## src/rtl/ct8_pkg.sv

```systemverilog
package ct8_pkg;

  typedef enum logic [1:0] {
    OC_OFF    = 2'b00,
    OC_TOGGLE = 2'b01,
    OC_CLEAR  = 2'b10,
    OC_SET    = 2'b11
  } oc_mode_e;

  typedef enum logic [1:0] {
    CM_FREE  = 2'b00,
    CM_CLEAR = 2'b01,
    CM_TRI   = 2'b10,
    CM_SAW   = 2'b11
  } cnt_mode_e;

endpackage

```

## src/rtl/ct8_counter.sv

```systemverilog
module ct8_counter
  import ct8_pkg::*;
#(
  parameter int WIDTH = 8
) (
  input  logic             clk,
  input  logic             rst_n,
  input  logic             cnt_en,
  input  logic             pwm_sel,
  input  logic             clr_on_match,
  input  logic [WIDTH-1:0] cmp_val,
  output logic [WIDTH-1:0] cnt_q,
  output logic [WIDTH-1:0] cnt_nxt
);

  localparam logic [WIDTH-1:0] TOP = {WIDTH{1'b1}};
  localparam logic [WIDTH-1:0] ONE = WIDTH'(1);

  cnt_mode_e        mode;
  logic             down_q, down_d;
  logic [WIDTH-1:0] cnt_d;

  assign mode = cnt_mode_e'({pwm_sel, clr_on_match});

  always_comb begin
    cnt_d  = cnt_q;
    down_d = down_q;
    if (cnt_en) begin
      unique case (mode)
        CM_FREE:  cnt_d = cnt_q + ONE;
        CM_CLEAR: cnt_d = (cnt_q == cmp_val) ? '0 : cnt_q + ONE;
        CM_SAW:   cnt_d = cnt_q + ONE;
        CM_TRI: begin
          if (!down_q) begin
            if (cnt_q == TOP) begin
              down_d = 1'b1;
              cnt_d  = TOP - ONE;
            end else begin
              cnt_d = cnt_q + ONE;
            end
          end else begin
            if (cnt_q == '0) begin
              down_d = 1'b0;
              cnt_d  = ONE;
            end else begin
              cnt_d = cnt_q - ONE;
            end
          end
        end
        default: cnt_d = cnt_q;
      endcase
    end
  end

  assign cnt_nxt = cnt_d;

  always_ff @(posedge clk or negedge rst_n) begin
    if (!rst_n) begin
      cnt_q  <= '0;
      down_q <= 1'b0;
    end else begin
      cnt_q  <= cnt_d;
      down_q <= down_d;
    end
  end


  clr_to_zero_chk: assert property (@(posedge clk) disable iff (!rst_n)
    (cnt_en && !pwm_sel && clr_on_match && cnt_q == cmp_val) |=> (cnt_q == '0));


  free_incr_chk: assert property (@(posedge clk) disable iff (!rst_n)
    (cnt_en && !pwm_sel && !clr_on_match) |=> (cnt_q == $past(cnt_q) + ONE));


  tri_top_chk: assert property (@(posedge clk) disable iff (!rst_n)
    (cnt_en && pwm_sel && !clr_on_match && cnt_q == TOP) |=> (cnt_q == TOP - ONE));


  tri_bottom_chk: assert property (@(posedge clk) disable iff (!rst_n)
    (cnt_en && pwm_sel && !clr_on_match && cnt_q == '0) |=> (cnt_q == ONE));


  saw_wrap_chk: assert property (@(posedge clk) disable iff (!rst_n)
    (cnt_en && pwm_sel && clr_on_match && cnt_q == TOP) |=> (cnt_q == '0));


  hold_chk: assert property (@(posedge clk) disable iff (!rst_n)
    !cnt_en |=> $stable(cnt_q));

endmodule

```

## src/rtl/ct8_match.sv

```systemverilog
module ct8_match #(
  parameter int WIDTH = 8
) (
  input  logic             clk,
  input  logic             rst_n,
  input  logic             cnt_en,
  input  logic [WIDTH-1:0] cnt_nxt,
  input  logic [WIDTH-1:0] cmp_val,
  output logic             hit,
  output logic             flag_q
);

  assign hit = cnt_en && (cnt_nxt == cmp_val);

  always_ff @(posedge clk or negedge rst_n) begin
    if (!rst_n) flag_q <= 1'b0;
    else        flag_q <= hit;
  end


  flag_after_strobe_chk: assert property (@(posedge clk) disable iff (!rst_n)
    flag_q |-> $past(cnt_en));

endmodule

```

## src/rtl/ct8_outdrv.sv

```systemverilog
module ct8_outdrv
  import ct8_pkg::*;
(
  input  logic       clk,
  input  logic       rst_n,
  input  logic       hit,
  input  logic [1:0] out_mode,
  input  logic       pin_dir,
  output logic       oc_pin,
  output logic       oc_own
);

  oc_mode_e mode;
  logic     oc_q, oc_d;

  assign mode = oc_mode_e'(out_mode);

  always_comb begin
    oc_d = oc_q;
    if (hit) begin
      unique case (mode)
        OC_OFF:    oc_d = oc_q;
        OC_TOGGLE: oc_d = ~oc_q;
        OC_CLEAR:  oc_d = 1'b0;
        OC_SET:    oc_d = 1'b1;
        default:   oc_d = oc_q;
      endcase
    end
  end

  always_ff @(posedge clk or negedge rst_n) begin
    if (!rst_n) oc_q <= 1'b0;
    else        oc_q <= oc_d;
  end

  assign oc_own = pin_dir && (mode != OC_OFF);
  assign oc_pin = oc_own & oc_q;


  set_act_chk: assert property (@(posedge clk) disable iff (!rst_n)
    (hit && out_mode == 2'b11) |=> oc_q);


  clear_act_chk: assert property (@(posedge clk) disable iff (!rst_n)
    (hit && out_mode == 2'b10) |=> !oc_q);


  toggle_act_chk: assert property (@(posedge clk) disable iff (!rst_n)
    (hit && out_mode == 2'b01) |=> (oc_q != $past(oc_q)));


  pin_idle_chk: assert property (@(posedge clk) disable iff (!rst_n)
    (!hit || out_mode == 2'b00) |=> $stable(oc_q));

endmodule

```

## src/rtl/cmp_timer8.sv

```systemverilog
module cmp_timer8 #(
  parameter int WIDTH = 8
) (
  input  logic             clk,
  input  logic             rst_n,
  input  logic             cnt_en,
  input  logic [WIDTH-1:0] cmp_val,
  input  logic             clr_on_match,
  input  logic [1:0]       oc_mode,
  input  logic             pwm_sel,
  input  logic             pin_dir,
  output logic [WIDTH-1:0] count,
  output logic             match,
  output logic             oc_pin,
  output logic             oc_own
);

  logic [WIDTH-1:0] cnt_nxt;
  logic             hit;

  ct8_counter #(.WIDTH(WIDTH)) u_cnt (
    .clk          (clk),
    .rst_n        (rst_n),
    .cnt_en       (cnt_en),
    .pwm_sel      (pwm_sel),
    .clr_on_match (clr_on_match),
    .cmp_val      (cmp_val),
    .cnt_q        (count),
    .cnt_nxt      (cnt_nxt)
  );

  ct8_match #(.WIDTH(WIDTH)) u_match (
    .clk     (clk),
    .rst_n   (rst_n),
    .cnt_en  (cnt_en),
    .cnt_nxt (cnt_nxt),
    .cmp_val (cmp_val),
    .hit     (hit),
    .flag_q  (match)
  );

  ct8_outdrv u_out (
    .clk      (clk),
    .rst_n    (rst_n),
    .hit      (hit),
    .out_mode (oc_mode),
    .pin_dir  (pin_dir),
    .oc_pin   (oc_pin),
    .oc_own   (oc_own)
  );


  flag_value_chk: assert property (@(posedge clk) disable iff (!rst_n)
    (match && $stable(cmp_val)) |-> (count == cmp_val));

endmodule

```

## config.mk

```make
export PLATFORM = sky130hd
export DESIGN_NAME = cmp_timer8
export DESIGN_NICKNAME = d
export VERILOG_FILES = /design/src/rtl/ct8_pkg.sv /design/src/rtl/ct8_counter.sv /design/src/rtl/ct8_match.sv /design/src/rtl/ct8_outdrv.sv /design/src/rtl/cmp_timer8.sv
export SDC_FILE = /design/constraint.sdc
export NUM_CORES = 1
export LEC_CHECK = 0
export BUFFER_PORTS_ARGS = -buffer_cell sky130_fd_sc_hd__buf_4
export CORE_MARGIN = 3
export CORE_UTILIZATION = 60
export CTS_CLUSTER_SIZE = 30
export DETAILED_ROUTE_END_ITERATION = 10
export PLACE_DENSITY = 0.84
export RECOVER_POWER = 50
export SYNTH_ARGS = -nofsm -noshare
export SYNTH_HDL_FRONTEND = slang
export SYNTH_SLANG_ARGS = --single-unit
```

## constraint.sdc

```tcl
create_clock -name clk -period 7.2 [get_ports clk]
set_clock_uncertainty 0.1 [all_clocks]
set_input_delay 0.36 -clock clk [delete_from_list [all_inputs] [get_ports clk]]
set_output_delay 0.36 -clock clk [all_outputs]
set_load 0.05 [all_outputs]
```

After elaboration in Yosys (flattened, before gate mapping)
Cells that the tools add are included.

Reductions and logical operators: 9. Multiplexer cells: 10. $lt $le $gt $ge: 0. Bitwise logic cells: 3. Shift operators: 0. Multipliers: 0. Divide/modulo/power cells: 0. Eq/ne operators: 9. $add $sub $neg: 2.

Operators with widths (count): $mux W8 (5); $pmux W8 S3 (1); $eq A8 B8 Y1 (2); $add A8 B1 Y8 const B (1); $eq A2 B2 Y1 const B (4); $eq A8 B8 Y1 const B (1); $logic_not A8 Y1 (1); $sub A8 B1 Y8 const B (1); $eq A2 B1 Y1 const B (2); $logic_not A2 Y1 (2); $reduce_and A2 Y1 (2); $mux W1 (3); $pmux W1 S3 (1); $logic_and A1 B1 Y1 (2); $not A1 Y1 (2); $reduce_bool A2 Y1 (1); $reduce_or A2 Y1 (1); $and A1 B1 Y1 (1).

Memories: 0. Latch bits: 0. Flip-flop bits (word level): 11. Bits in read-only memories: 0. Output and inout bits: 11. RAM bits: 0.

Depth between registers and ports, before layout
Gate-level depths: netlist (run 1).

Depth after elaboration: 8. Depth in mapped cells: 11. Gate-level depth less buffers: 10.

Hierarchy
Synthesis (run 1) repeated with hierarchy kept, for this count alone.

Cells, all modules: 138. Area total of the unflattened synthesis: 1139.8 µm².

Modules (own cells, without submodules): ct8_counter (sequential area each 225.2 µm², cells each 119, times used 1, area each 954.7 µm²); ct8_match (sequential area each 25.0 µm², cells each 13, times used 1, area each 120.1 µm²); ct8_outdrv (sequential area each 25.0 µm², cells each 6, times used 1, area each 65.1 µm²).

Worst setup path before layout (run 1)
Ideal clock, no wire load.

Kind: flip-flop to flip-flop. Start point: register u_cnt.cnt_q[0]. End point: register u_out.oc_q. Clock period less this slack: 3244 ps. Data required time: 6963 ps. Cell stages (with the launch flop): 12. Slack: 3956 ps. Buffers on the path: 1. Library setup time: 137 ps. Arrival time: 3007 ps. Cells stage by stage: dfrtp_1 > buf_2 > inv_1 > ha_1 > or3b_2 > o21ai_1 > o21a_1 > nor3_1 > or4_4 > a2111oi_4 > and2_2 > a31oi_1.

Word-level cells in the longest chain between the ends: 8. Elaborated cells on any way between the ends: 14.

Ends and longest elaborated chain: start: declaration (line ct8_counter.sv:12) `output logic [WIDTH-1:0] cnt_q,`; start signal: assignment (line ct8_counter.sv:62) `cnt_q <= cnt_d;`; $add A8 B1 Y8, or another cell as far along; $mux W8, on equally long branches (line ct8_counter.sv:35, ct8_counter.sv:42); $mux W8 (line ct8_counter.sv:34) `if (!down_q) begin`; $pmux W8 S3 (line ct8_counter.sv:29) `unique case (mode)`; $mux W8 * (line ct8_counter.sv:28) `if (cnt_en) begin`; $eq A8 B8 Y1 * (line ct8_match.sv:13) `assign hit = cnt_en && (cnt_nxt == cmp_val);`; $logic_and A1 B1 Y1 * (line ct8_match.sv:13); $reduce_and A2 Y1 (no source line) *; end signal: assignment (line ct8_outdrv.sv:32) `if (!rst_n) oc_q <= 1'b0;`; end signal: assignment (line ct8_outdrv.sv:33) `else oc_q <= oc_d;`; end: declaration (line ct8_outdrv.sv:14) `logic oc_q, oc_d;`.

Every way passes the cells marked *; elsewhere a longest branch is shown, timed or not. A chain may end at the register's enable or synchronous reset.

Worst setup path after layout (run 1)
Ends and elaborated chain as after synthesis.

==> results of run 1 <==
==> state kept, by name, indices dropped and copies added (netlist names) <==
signal / cells
u_cnt.cnt_q: 8
u_out.oc_q: 1
u_match.flag_q: 1
u_cnt.down_q: 1
==> cell usage after synthesis (2+ instances only) <==
master    count
buf_6         4
nor2_1        8
mux2i_1       2
buf_2         3
o31ai_1       4
nor4_1        3
and3b_1       2
nor3_1        4
xnor2_1      10
or3_1         3
o21a_1        2
xor2_1        5
clkbuf_1      4
nand3_1       8
a22o_1        2
o211ai_1      3
o21ai_0      14
o221ai_1      2
a211oi_1      3
nand4_1       2
nand3b_1      2
a21oi_1       7
and3_1        3
o211a_1       3
nand2_1       9
or2_2         2
or3b_2        2
nor3b_1       4
nand4b_1      2
dfrtp_1      11
inv_1        10
a31oi_1       2
or4_4         2
o22ai_1       2
ha_1          5
==> per-stage QoR <==
step | utilization (%) | worst slack [ps]
final | 75.2 | 3930
after global routing | 75.2 | 3760
after CTS | 76.3 | 3990
after detailed placement | 74.6 | 4030
after global placement | 74.6 | 4130
after floorplan | - | 3960
==> logic make-up after synthesis <==
logic type / count (synthesis)
XOR/XNOR: 15
AO/OA/AOI/OAI: 55
adder cells (fa/ha/maj): 5
buffers and inverters: 23
multiplexers: 2
AND/OR/NAND/NOR: 65
flip-flops: 11
==> layout make-up <==
cell class              instances  area [µm²]  area share [%]
clock buffers                   4        26.3            1.68
inverters                      11        41.3            2.64
multi-input cells             142        1010            64.3
flip-flops and latches         11         275            17.6
well taps                      27        33.8            2.16
repair buffers                 27         183            11.7
==> critical path: cells and delay by family, from the launching register on <==
family                   cells  cell delay (ps)
AO/OA/AOI/OAI                4              910
flip-flops                   1              480
buffers and inverters        1              160
adder cells (fa/ha/maj)      1              200
AND/OR/NAND/NOR              4             1280
==> placed cells by master (no fill, tap or decap), types with 4 or more instances in the layout <==
cell	n
a21oi_1	7
buf_4	20
clkbuf_1	7
dfrtp_1	11
ha_1	5
inv_1	10
nand2_1	9
nand3_1	8
nor2_1	8
nor3_1	4
nor3b_1	4
o21ai_0	14
o31ai_1	4
xnor2_1	10
xor2_1	5
==> path summary, 6_finish.rpt <==
kind | to | from | cells after the start
max | u_out.oc_q | u_cnt.cnt_q[0] | 10
min reg2reg | u_out.oc_q | u_out.oc_q | 2
min in group asynchronous | u_cnt.down_q | rst_n | 2
max in group asynchronous | u_match.flag_q | rst_n | 2
min | u_cnt.cnt_q[6] | cnt_en | 2
max reg2reg | u_out.oc_q | u_cnt.cnt_q[0] | 10
==> routing by layer <==
layer	share of wire [%]	wire (µm)	vias to the layer above	GRT usage [%]
met3	11	437	15	4.63
li1	-	-	697	-
met1	41	1650	673	40.6
met5	0	0	-	0
met2	46	1860	105	49.4
met4	2.1	83	0	14.5
==> power groups by stage <==
stage	Clock (W)	Combinational [W]	Sequential [W]
2_1_floorplan	0	0.000202	0.000157
3_3_place_gp	0	0.000275	0.000140
3_5_place_dp	0	0.000281	0.000143
4_1_cts	0.0000476	0.000283	0.000141
5_1_grt	0.0000534	0.000301	0.000149
6_report	0.0000472	0.000283	0.000143
==> flow_metrics.env, run 1 <==
export IMPL_grt_pass1_vias=1387
export IMPL_drive_gt1_share_pct=18.5
export IMPL_rows=16
export IMPL_p_leak_nw=0.643
export IMPL_synth_adder_area_share_pct=4.45
export IMPL_maxCapViolCount=0
export IMPL_path_clk_slew_ps=90
export IMPL_seqPwrFrac_pct=30.3
export IMPL_synth_top_area_share_pct=19.6
export IMPL_irDropWorstVdd_v=0.000239
export IMPL_worst_setup_path_start_kind="flop"
export IMPL_yosysUniqueCellTypes=57
export IMPL_syn_nets=197
export IMPL_cp_slowest_stage_delay_ps=550
export IMPL_grt_max_degree=20
export IMPL_crit_type="reg -> reg"
export IMPL_p_switching_w=0.000264
export IMPL_slew_headroom_pct=53.5
export IMPL_ys_seq_area_share_pct=19.6
export IMPL_syn_cell_area_mm2=0.00141
export IMPL_clockRootBuffer="clkbuf_4"
export IMPL_layout_cells_non_filler=222
export IMPL_fin_nets=217
export IMPL_stdcell_area_mm2=0.00157
export IMPL_finalPower_w=0.000473
export IMPL_tightest_slew_ps=691
export IMPL_grt_total_usage_pct=30.9
export IMPL_r2r_slack_ps=3930
export IMPL_first_pass_iters=6
export IMPL_syn_area_per_cell_um2=7.99
export IMPL_power_frac_comb_pct=59.7
export IMPL_die_h_um=54.4
export IMPL_synthSimpleGateAreaFrac_pct=28.3
export IMPL_synth_area_leader_cell="dfrtp_1"
export IMPL_dpl_hpwl_um=3130
export IMPL_antenna_found_initial=0
export IMPL_cts_repair_resized=0
export IMPL_grt_pass1_wl_um=6500
export IMPL_cts_tree="done"
export IMPL_vias_per_cell=6.71
export IMPL_syn_to_final_growth_pct=11.4
export IMPL_drt_wl_total_um=4040
export IMPL_cts_num_sinks=11
export IMPL_final_hold_viol_count=0
export IMPL_yosys_mux_area_fraction_pct=1.42
export IMPL_ys_top_cells_by_area="dfrtp_1, xnor2_1, o21ai_0"
export IMPL_synth_compound_area_share_pct=28.1
export IMPL_ys_warnings_count=0
export IMPL_swShare_pct=55.8
export IMPL_critPathRequiredTime_ps=7250
export IMPL_endpoint_kind="flop"
export IMPL_fill_cells=173
export IMPL_ys_seq_elements=11
export IMPL_p_int_w=0.000209
export IMPL_clkPwrFrac_pct=10.0
export IMPL_status="completed"
export IMPL_fmax_ghz=0.306
export IMPL_cts_setup_buffers=0
export IMPL_io_buffers=26
export IMPL_crit_arrival_ps=3310
export IMPL_ys_flop_type="dfrtp_1"
export IMPL_dieWidth_um=54.4
export IMPL_vias=1490
export IMPL_async_flop_share_pct=100
export IMPL_drc=0
export IMPL_cts_hold_buf=1
export IMPL_placed_area_mm2=0.00155
export IMPL_n_antenna_cell=0
export IMPL_grt_overflow=0
export IMPL_post_route_period_util_pct=45.4
export IMPL_gp_congestion=0.976
export IMPL_coreArea_mm2=0.00208
export IMPL_setup_viol=0
export IMPL_grt_setup_unrepaired="false"
export IMPL_cts_max_path_buffers=2
export IMPL_hold_ws_ps=283
export IMPL_synth_edf_count=0
export IMPL_powerDensity_mw_per_mm2=302
export IMPL_clock_latency_ps=280
export IMPL_die_area_mm2=0.00296
export IMPL_ant_nets=0
export IMPL_path_cells="inv_1, ha_1, or3b_2, o21ai_1, o21a_1, nor3_1, or4_4, a2111oi_4, and2_2, a31oi_1"
export IMPL_cts_buffers=3
export IMPL_ctsHtreeMaxLevel=1
export IMPL_dp_cells=217
export IMPL_post_route_min_period_ps=3270
export IMPL_synth_top_family_by_area="simple AND/OR/NAND/NOR gates"
export IMPL_io_pins=27
export IMPL_start_util_pct=67.5
export IMPL_crit_path_max_fanout=10
export IMPL_post_drt_wl_per_cell_um=18.2
export IMPL_syn_inst=176
export IMPL_setup_tns_ps=0
export IMPL_synth_xor_area_share_pct=9.34
export IMPL_cp_slowest_cell="or4_4"
export IMPL_finalMaxSlewViolations=0
export IMPL_hold_path_class="in -> reg"
export IMPL_drt_iter0_drc=86
No activity file was read; power rests on OpenSTA's default activity.
==> run 2: changes to the inputs <==
--- a/config.mk
+++ b/config.mk
@@ -7,10 +7,10 @@
 export LEC_CHECK = 0
 export BUFFER_PORTS_ARGS = -buffer_cell sky130_fd_sc_hd__buf_4
 export CORE_MARGIN = 3
-export CORE_UTILIZATION = 60
+export CORE_UTILIZATION = 50
 export CTS_CLUSTER_SIZE = 30
 export DETAILED_ROUTE_END_ITERATION = 10
-export PLACE_DENSITY = 0.84
+export PLACE_DENSITY = 0.74
 export RECOVER_POWER = 50
 export SYNTH_ARGS = -nofsm -noshare
 export SYNTH_HDL_FRONTEND = slang
==> constraint.sdc (replaced) <==
create_clock -name clk -period 2.7 [get_ports clk]
set_clock_uncertainty 0.1 [all_clocks]
set_input_delay 0.135 -clock clk [delete_from_list [all_inputs] [get_ports clk]]
set_output_delay 0.135 -clock clk [all_outputs]
set_load 0.05 [all_outputs]
==> run 2 against run 1 <==
The flow now finishes with violations (negative setup slack). Via count is 21% higher. Final cell count grew 21%. Sequential power grew 100%. Critical endpoint unchanged. Global-route usage fell by 1.5 points. Final area is 29% higher. Die area increased by 18%. Clock power rose to 2.6 times the previous value. Power rose to 3.5 times the previous value. Fmax grew 11%. Sequential share of layout area fell by 3.5 points. Hold slack worse by 240 ps.
==> flow_metrics.env, run 2 (same netlist as run 1, synthesis figures left out) <==
export IMPL_hold_ws_ps=40.6
export IMPL_crit_type="reg -> reg"
export IMPL_path_clk_slew_ps=80
export IMPL_p_leak_nw=0.881
export IMPL_die_area_mm2=0.00349
export IMPL_drt_wl_total_um=5400
export IMPL_cts_tree="done"
export IMPL_grt_setup_unrepaired="true"
export IMPL_crit_path_max_fanout=3
export IMPL_first_pass_iters=5
export IMPL_largest_register="u_cnt.cnt_q"
export IMPL_p_switching_w=0.000844
export IMPL_antenna_found_initial=0
export IMPL_post_route_min_period_ps=2960
export IMPL_grt_pass1_vias=1690
export IMPL_clockRootBuffer="clkbuf_4"
export IMPL_violations="negative setup slack"
export IMPL_n_antenna_cell=0
export IMPL_hold_path_depth=2
export IMPL_io_buffers=26
export IMPL_grt_total_usage_pct=29.4
export IMPL_clock_latency_ps=280
export IMPL_slew_headroom_pct=55.3
export IMPL_drt_iter0_drc=131
export IMPL_r2r_cells=10
export IMPL_maxCapViolCount=0
export IMPL_die_h_um=59.0
export IMPL_largest_register_ffs=8
export IMPL_syn_to_final_growth_pct=44.0
export IMPL_cts_buffers=3
export IMPL_endpoint_kind="flop"
export IMPL_setup_viol=2
export IMPL_critPathRequiredTime_ps=2800
export IMPL_layout_cells_non_filler=269
export IMPL_cts_num_sinks=11
export IMPL_ant_nets=0
export IMPL_finalMaxSlewViolations=0
export IMPL_clkPwrFrac_pct=7.3
export IMPL_grt_max_degree=13
export IMPL_cp_slowest_cell="or4_4"
export IMPL_power_frac_comb_pct=75.4
export IMPL_utilization_pct=78.9
export IMPL_dieWidth_um=59.0
export IMPL_drive_gt1_share_pct=43.9
export IMPL_path_cells="buf_4, or4_4, buf_4, o211a_1, o21ai_0, o211a_1, xnor2_1, a211oi_1, a41oi_1, a31oi_1"
export IMPL_fill_cells=188
export IMPL_cp_slowest_stage_delay_ps=450
export IMPL_hold_end="u_cnt.cnt_q[0]"
export IMPL_fin_ws_ps=-256
export IMPL_seqPwrFrac_pct=17.3
export IMPL_powerDensity_mw_per_mm2=821
export IMPL_post_drt_wl_per_cell_um=20.1
export IMPL_crit_arrival_ps=3060
export IMPL_vias_per_cell=6.72
export IMPL_swShare_pct=50.7
export IMPL_p_int_w=0.000819
export IMPL_final_common_cell="buf_4"
export IMPL_coreArea_mm2=0.00257
export IMPL_worst_setup_path_start_kind="flop"
export IMPL_io_pins=27
export IMPL_dpl_hpwl_um=3830
export IMPL_status="finished, violations left"
export IMPL_drc=0
export IMPL_ctsHtreeMaxLevel=1
export IMPL_final_cell_mix="buf_4, o21ai_0, nand2_1"
export IMPL_rr_startpoint="u_cnt.cnt_q[7]"
export IMPL_vias=1807
export IMPL_gp_congestion=0.992
export IMPL_r2r_end="u_out.oc_q"
export IMPL_rows=18
export IMPL_r2r_slack_ps=-260
export IMPL_tightest_slew_ps=670
export IMPL_stdcell_area_mm2=0.00203
export IMPL_fin_nets=261
export IMPL_start_util_pct=54.8
export IMPL_irDropWorstVdd_v=0.000632
export IMPL_grt_overflow=0
export IMPL_final_hold_viol_count=0
export IMPL_hold_path_class="in -> reg"
export IMPL_fmax_ghz=0.338
export IMPL_post_route_period_util_pct=109
export IMPL_min_from="cnt_en"
export IMPL_placed_area_mm2=0.00187
export IMPL_grt_pass1_wl_um=7730
export IMPL_cts_max_path_buffers=2
export IMPL_dp_cells=257
==> run 2: power by group through the flow <==
stage | Sequential (W) | Clock [W] | Combinational [W]
after floorplan | 0.000432 | 0 | 0.000578
after global placement | 0.000282 | 0 | 0.00107
after detailed placement | 0.000286 | 0 | 0.00110
after CTS | 0.000284 | 0.000121 | 0.00111
after global routing | 0.000294 | 0.000126 | 0.00131
final | 0.000288 | 0.000121 | 0.00125
==> run 2: what timing repair did <==
item | in CTS | in global routing
hold endpoints to repair | 11 | 0
endpoints found under the setup margin | 1 | 2
hold buffers | 1 | 0
gates cloned | 0 | 0
pin swaps | 0 | 13
buffers inserted | 0 | 7
gates resized for setup | 1 | 17
==> run 2: layout make-up <==
type | count | area (µm²) | share of cell area (%)
tap | 30 | 37.5 | 1.85
multi-input combinational | 142 | 1100 | 54.4
clock buffer | 4 | 26.3 | 1.30
sequential | 11 | 285 | 14.1
inverter | 11 | 46.3 | 2.29
timing repair buffer | 71 | 528 | 26.1
==> run 2: per-stage QoR <==
stage	setup slack (ps)	setup TNS, ps	total power, W
global route	-326	-486	0.00173
finish	-256	-374	0.00166
CTS	-165	-165	0.00152
detailed placement	-145	-145	0.00139
global placement	-77.8	-77.8	0.00136
floorplan	-236	-236	0.00101
==> run 2: how the worst max path moves through the flow <==
stage	from	to	slack, ps	cells after the start
finish	u_cnt.cnt_q[7]	u_out.oc_q	-260	10
floorplan	u_cnt.cnt_q[1]	u_out.oc_q	-240	11
global placement	u_cnt.cnt_q[1]	u_out.oc_q	-80	10
detailed placement	u_cnt.cnt_q[1]	u_out.oc_q	-140	10
CTS	u_cnt.cnt_q[1]	u_out.oc_q	-160	10
global route	u_cnt.cnt_q[7]	u_out.oc_q	-330	10
==> run 2: per-layer routing <==
metal	share of wire, %	wire length [µm]	vias to the layer above	track usage [%]
met4	6.7	359	0	15.9
met3	10	556	60	5.45
met5	0	0	-	0
met1	37	1980	818	35.4
met2	46	2500	143	49.2
li1	-	-	786	-
==> run 2: critical path: cells and delay by family (launching register included) <==
family                 cells  cell delay, ps
AO/OA/AOI/OAI              6            1450
AND/OR/NAND/NOR            1             450
flip-flops                 1             430
buffers and inverters      2             330
XOR/XNOR                   1             110
==> run 3: changes to the inputs <==
--- a/config.mk
+++ b/config.mk
@@ -7,10 +7,10 @@
 export LEC_CHECK = 0
 export BUFFER_PORTS_ARGS = -buffer_cell sky130_fd_sc_hd__buf_4
 export CORE_MARGIN = 3
-export CORE_UTILIZATION = 50
+export CORE_UTILIZATION = 38
 export CTS_CLUSTER_SIZE = 30
 export DETAILED_ROUTE_END_ITERATION = 10
-export PLACE_DENSITY = 0.74
+export PLACE_DENSITY = 0.59
 export RECOVER_POWER = 50
 export SYNTH_ARGS = -nofsm -noshare
 export SYNTH_HDL_FRONTEND = slang
==> run 3 against run 2 <==
The flow still finishes with violations (negative setup slack). Critical endpoint unchanged. Largest cell class unchanged. Combinational power barely moved. Via count down 9.1%. Sequential share of layout area down 0.46 points.
==> flow_metrics.env, run 3 (same netlist as run 1, synthesis figures left out) <==
export IMPL_path_clk_slew_ps=60
export IMPL_hold_path_class="in -> reg"
export IMPL_n_antenna_cell=0
export IMPL_placed_area_mm2=0.00194
export IMPL_grt_pass1_vias=1585
export IMPL_crit_type="reg -> reg"
export IMPL_fmax_ghz=0.348
export IMPL_hold_ws_ps=77.5
export IMPL_final_hold_viol_count=0
export IMPL_hold_end="u_cnt.cnt_q[0]"
export IMPL_r2r_end="u_out.oc_q"
export IMPL_dp_cells=279
export IMPL_maxCapViolCount=0
export IMPL_largest_register_ffs=8
export IMPL_cts_max_path_buffers=2
export IMPL_r2r_slack_ps=-170
export IMPL_critPathRequiredTime_ps=2770
export IMPL_ant_nets=0
export IMPL_syn_to_final_growth_pct=48.9
export IMPL_vias=1642
export IMPL_final_cell_mix="buf_4, o21ai_0, nand2_1"
export IMPL_cts_tree="done"
export IMPL_min_from="cnt_en"
export IMPL_post_drt_wl_per_cell_um=16.8
export IMPL_grt_total_usage_pct=23.3
export IMPL_fin_nets=266
export IMPL_slew_headroom_pct=52.5
export IMPL_drc=0
export IMPL_largest_register="u_cnt.cnt_q"
export IMPL_rr_startpoint="u_cnt.cnt_q[0]"
export IMPL_io_buffers=26
export IMPL_grt_overflow=0
export IMPL_drt_wl_total_um=4880
export IMPL_coreArea_mm2=0.00344
export IMPL_layout_cells_non_filler=290
export IMPL_dpl_hpwl_um=3910
export IMPL_hold_path_depth=2
export IMPL_grt_pass1_wl_um=7860
export IMPL_post_route_min_period_ps=2870
export IMPL_grt_max_degree=12
export IMPL_antenna_found_initial=0
export IMPL_p_leak_nw=0.906
export IMPL_final_common_cell="buf_4"
export IMPL_powerDensity_mw_per_mm2=805
export IMPL_grt_setup_unrepaired="true"
export IMPL_vias_per_cell=5.66
export IMPL_drt_iter0_drc=127
export IMPL_tightest_slew_ps=712
export IMPL_setup_viol=1
export IMPL_dieWidth_um=66.8
export IMPL_rows=21
export IMPL_worst_setup_path_start_kind="flop"
export IMPL_first_pass_iters=4
export IMPL_crit_arrival_ps=2940
export IMPL_clockRootBuffer="clkbuf_8"
export IMPL_finalPower_w=0.00169
export IMPL_io_pins=27
export IMPL_die_area_mm2=0.00447
export IMPL_violations="negative setup slack"
export IMPL_gp_congestion=0.916
export IMPL_cts_num_sinks=11
export IMPL_setup_tns_ps=-174
export IMPL_stdcell_area_mm2=0.00209
export IMPL_endpoint_kind="flop"
export IMPL_r2r_cells=10
export IMPL_drive_gt1_share_pct=44.7
export IMPL_irDropWorstVdd_v=0.000414
export IMPL_fin_ws_ps=-174
export IMPL_cts_buffers=3
export IMPL_ctsHtreeMaxLevel=1
export IMPL_clock_latency_ps=240
export IMPL_finalMaxSlewViolations=0
export IMPL_die_h_um=66.8
export IMPL_post_route_period_util_pct=106
export IMPL_crit_path_max_fanout=5
export IMPL_status="finished, violations left"
export IMPL_start_util_pct=40.9
## run 3: changes by cell type in the layout (fill, tap and decap cells not counted), sizes merged
cell    delta
buf        +4
clkbuf     +1
## run 3: per-layer routing
metal  part of all wire, %  GRT usage, %
met4                   1.2          5.33
met2                    47          37.1
met3                   5.2          4.05
met1                    47          32.5
met5                     0             0
## run 3: report_power, final
part	leakage [nW]	internal (W)	switching, W
Sequential	0.129	0.000220	0.0000720
Combinational	0.755	0.000539	0.000676
Clock	0.0228	0.000104	0.0000733
## run 3: critical path: stages, from the launching register on
cell,delay (ps)
dfrtp_2,450
inv_4,90
ha_4,140
or3b_4,380
o21ai_2,180
o21a_1,140
nor3_2,50
or4_4,540
a2111oi_4,390
a41oi_2,150
a31oi_1,170
## run 3: worst max-delay path by stage
stage | start | to | slack, ps | depth (start not counted)
5_1_grt | u_cnt.cnt_q[2] | u_out.oc_q | -280 | 8
2_1_floorplan | u_cnt.cnt_q[1] | u_out.oc_q | -240 | 11
4_1_cts | u_cnt.cnt_q[0] | u_out.oc_q | -100 | 10
3_3_place_gp | u_cnt.cnt_q[0] | u_out.oc_q | -90 | 10
6_report | u_cnt.cnt_q[0] | u_out.oc_q | -170 | 10
3_5_place_dp | u_cnt.cnt_q[0] | u_out.oc_q | -110 | 10
## run 3: repair_timing
item                       4_1_cts  5_1_grt
setup endpoints to repair        2        2
hold endpoints to repair        11        0
setup buffers                    0        6
pin swaps                        3       14
hold buffers                     1        0
gates resized for setup          2       13
## run 3: cell type report
cell class / instances / area, µm²
fill: 304 / 1350
multi-input combinational: 142 / 1110
timing repair buffer: 76 / 554
sequential: 11 / 285
tap: 46 / 57.6
inverter: 11 / 46.3
clock buffer: 4 / 45.0
## run 3: metrics by stage
step                      setup slack [ps]  utilization (%)
after global routing                  -279             60.9
after global placement               -85.6             56.3
final                                 -174             60.9
after floorplan                       -236                -
after detailed placement              -106             56.3
after CTS                            -96.4             58.1
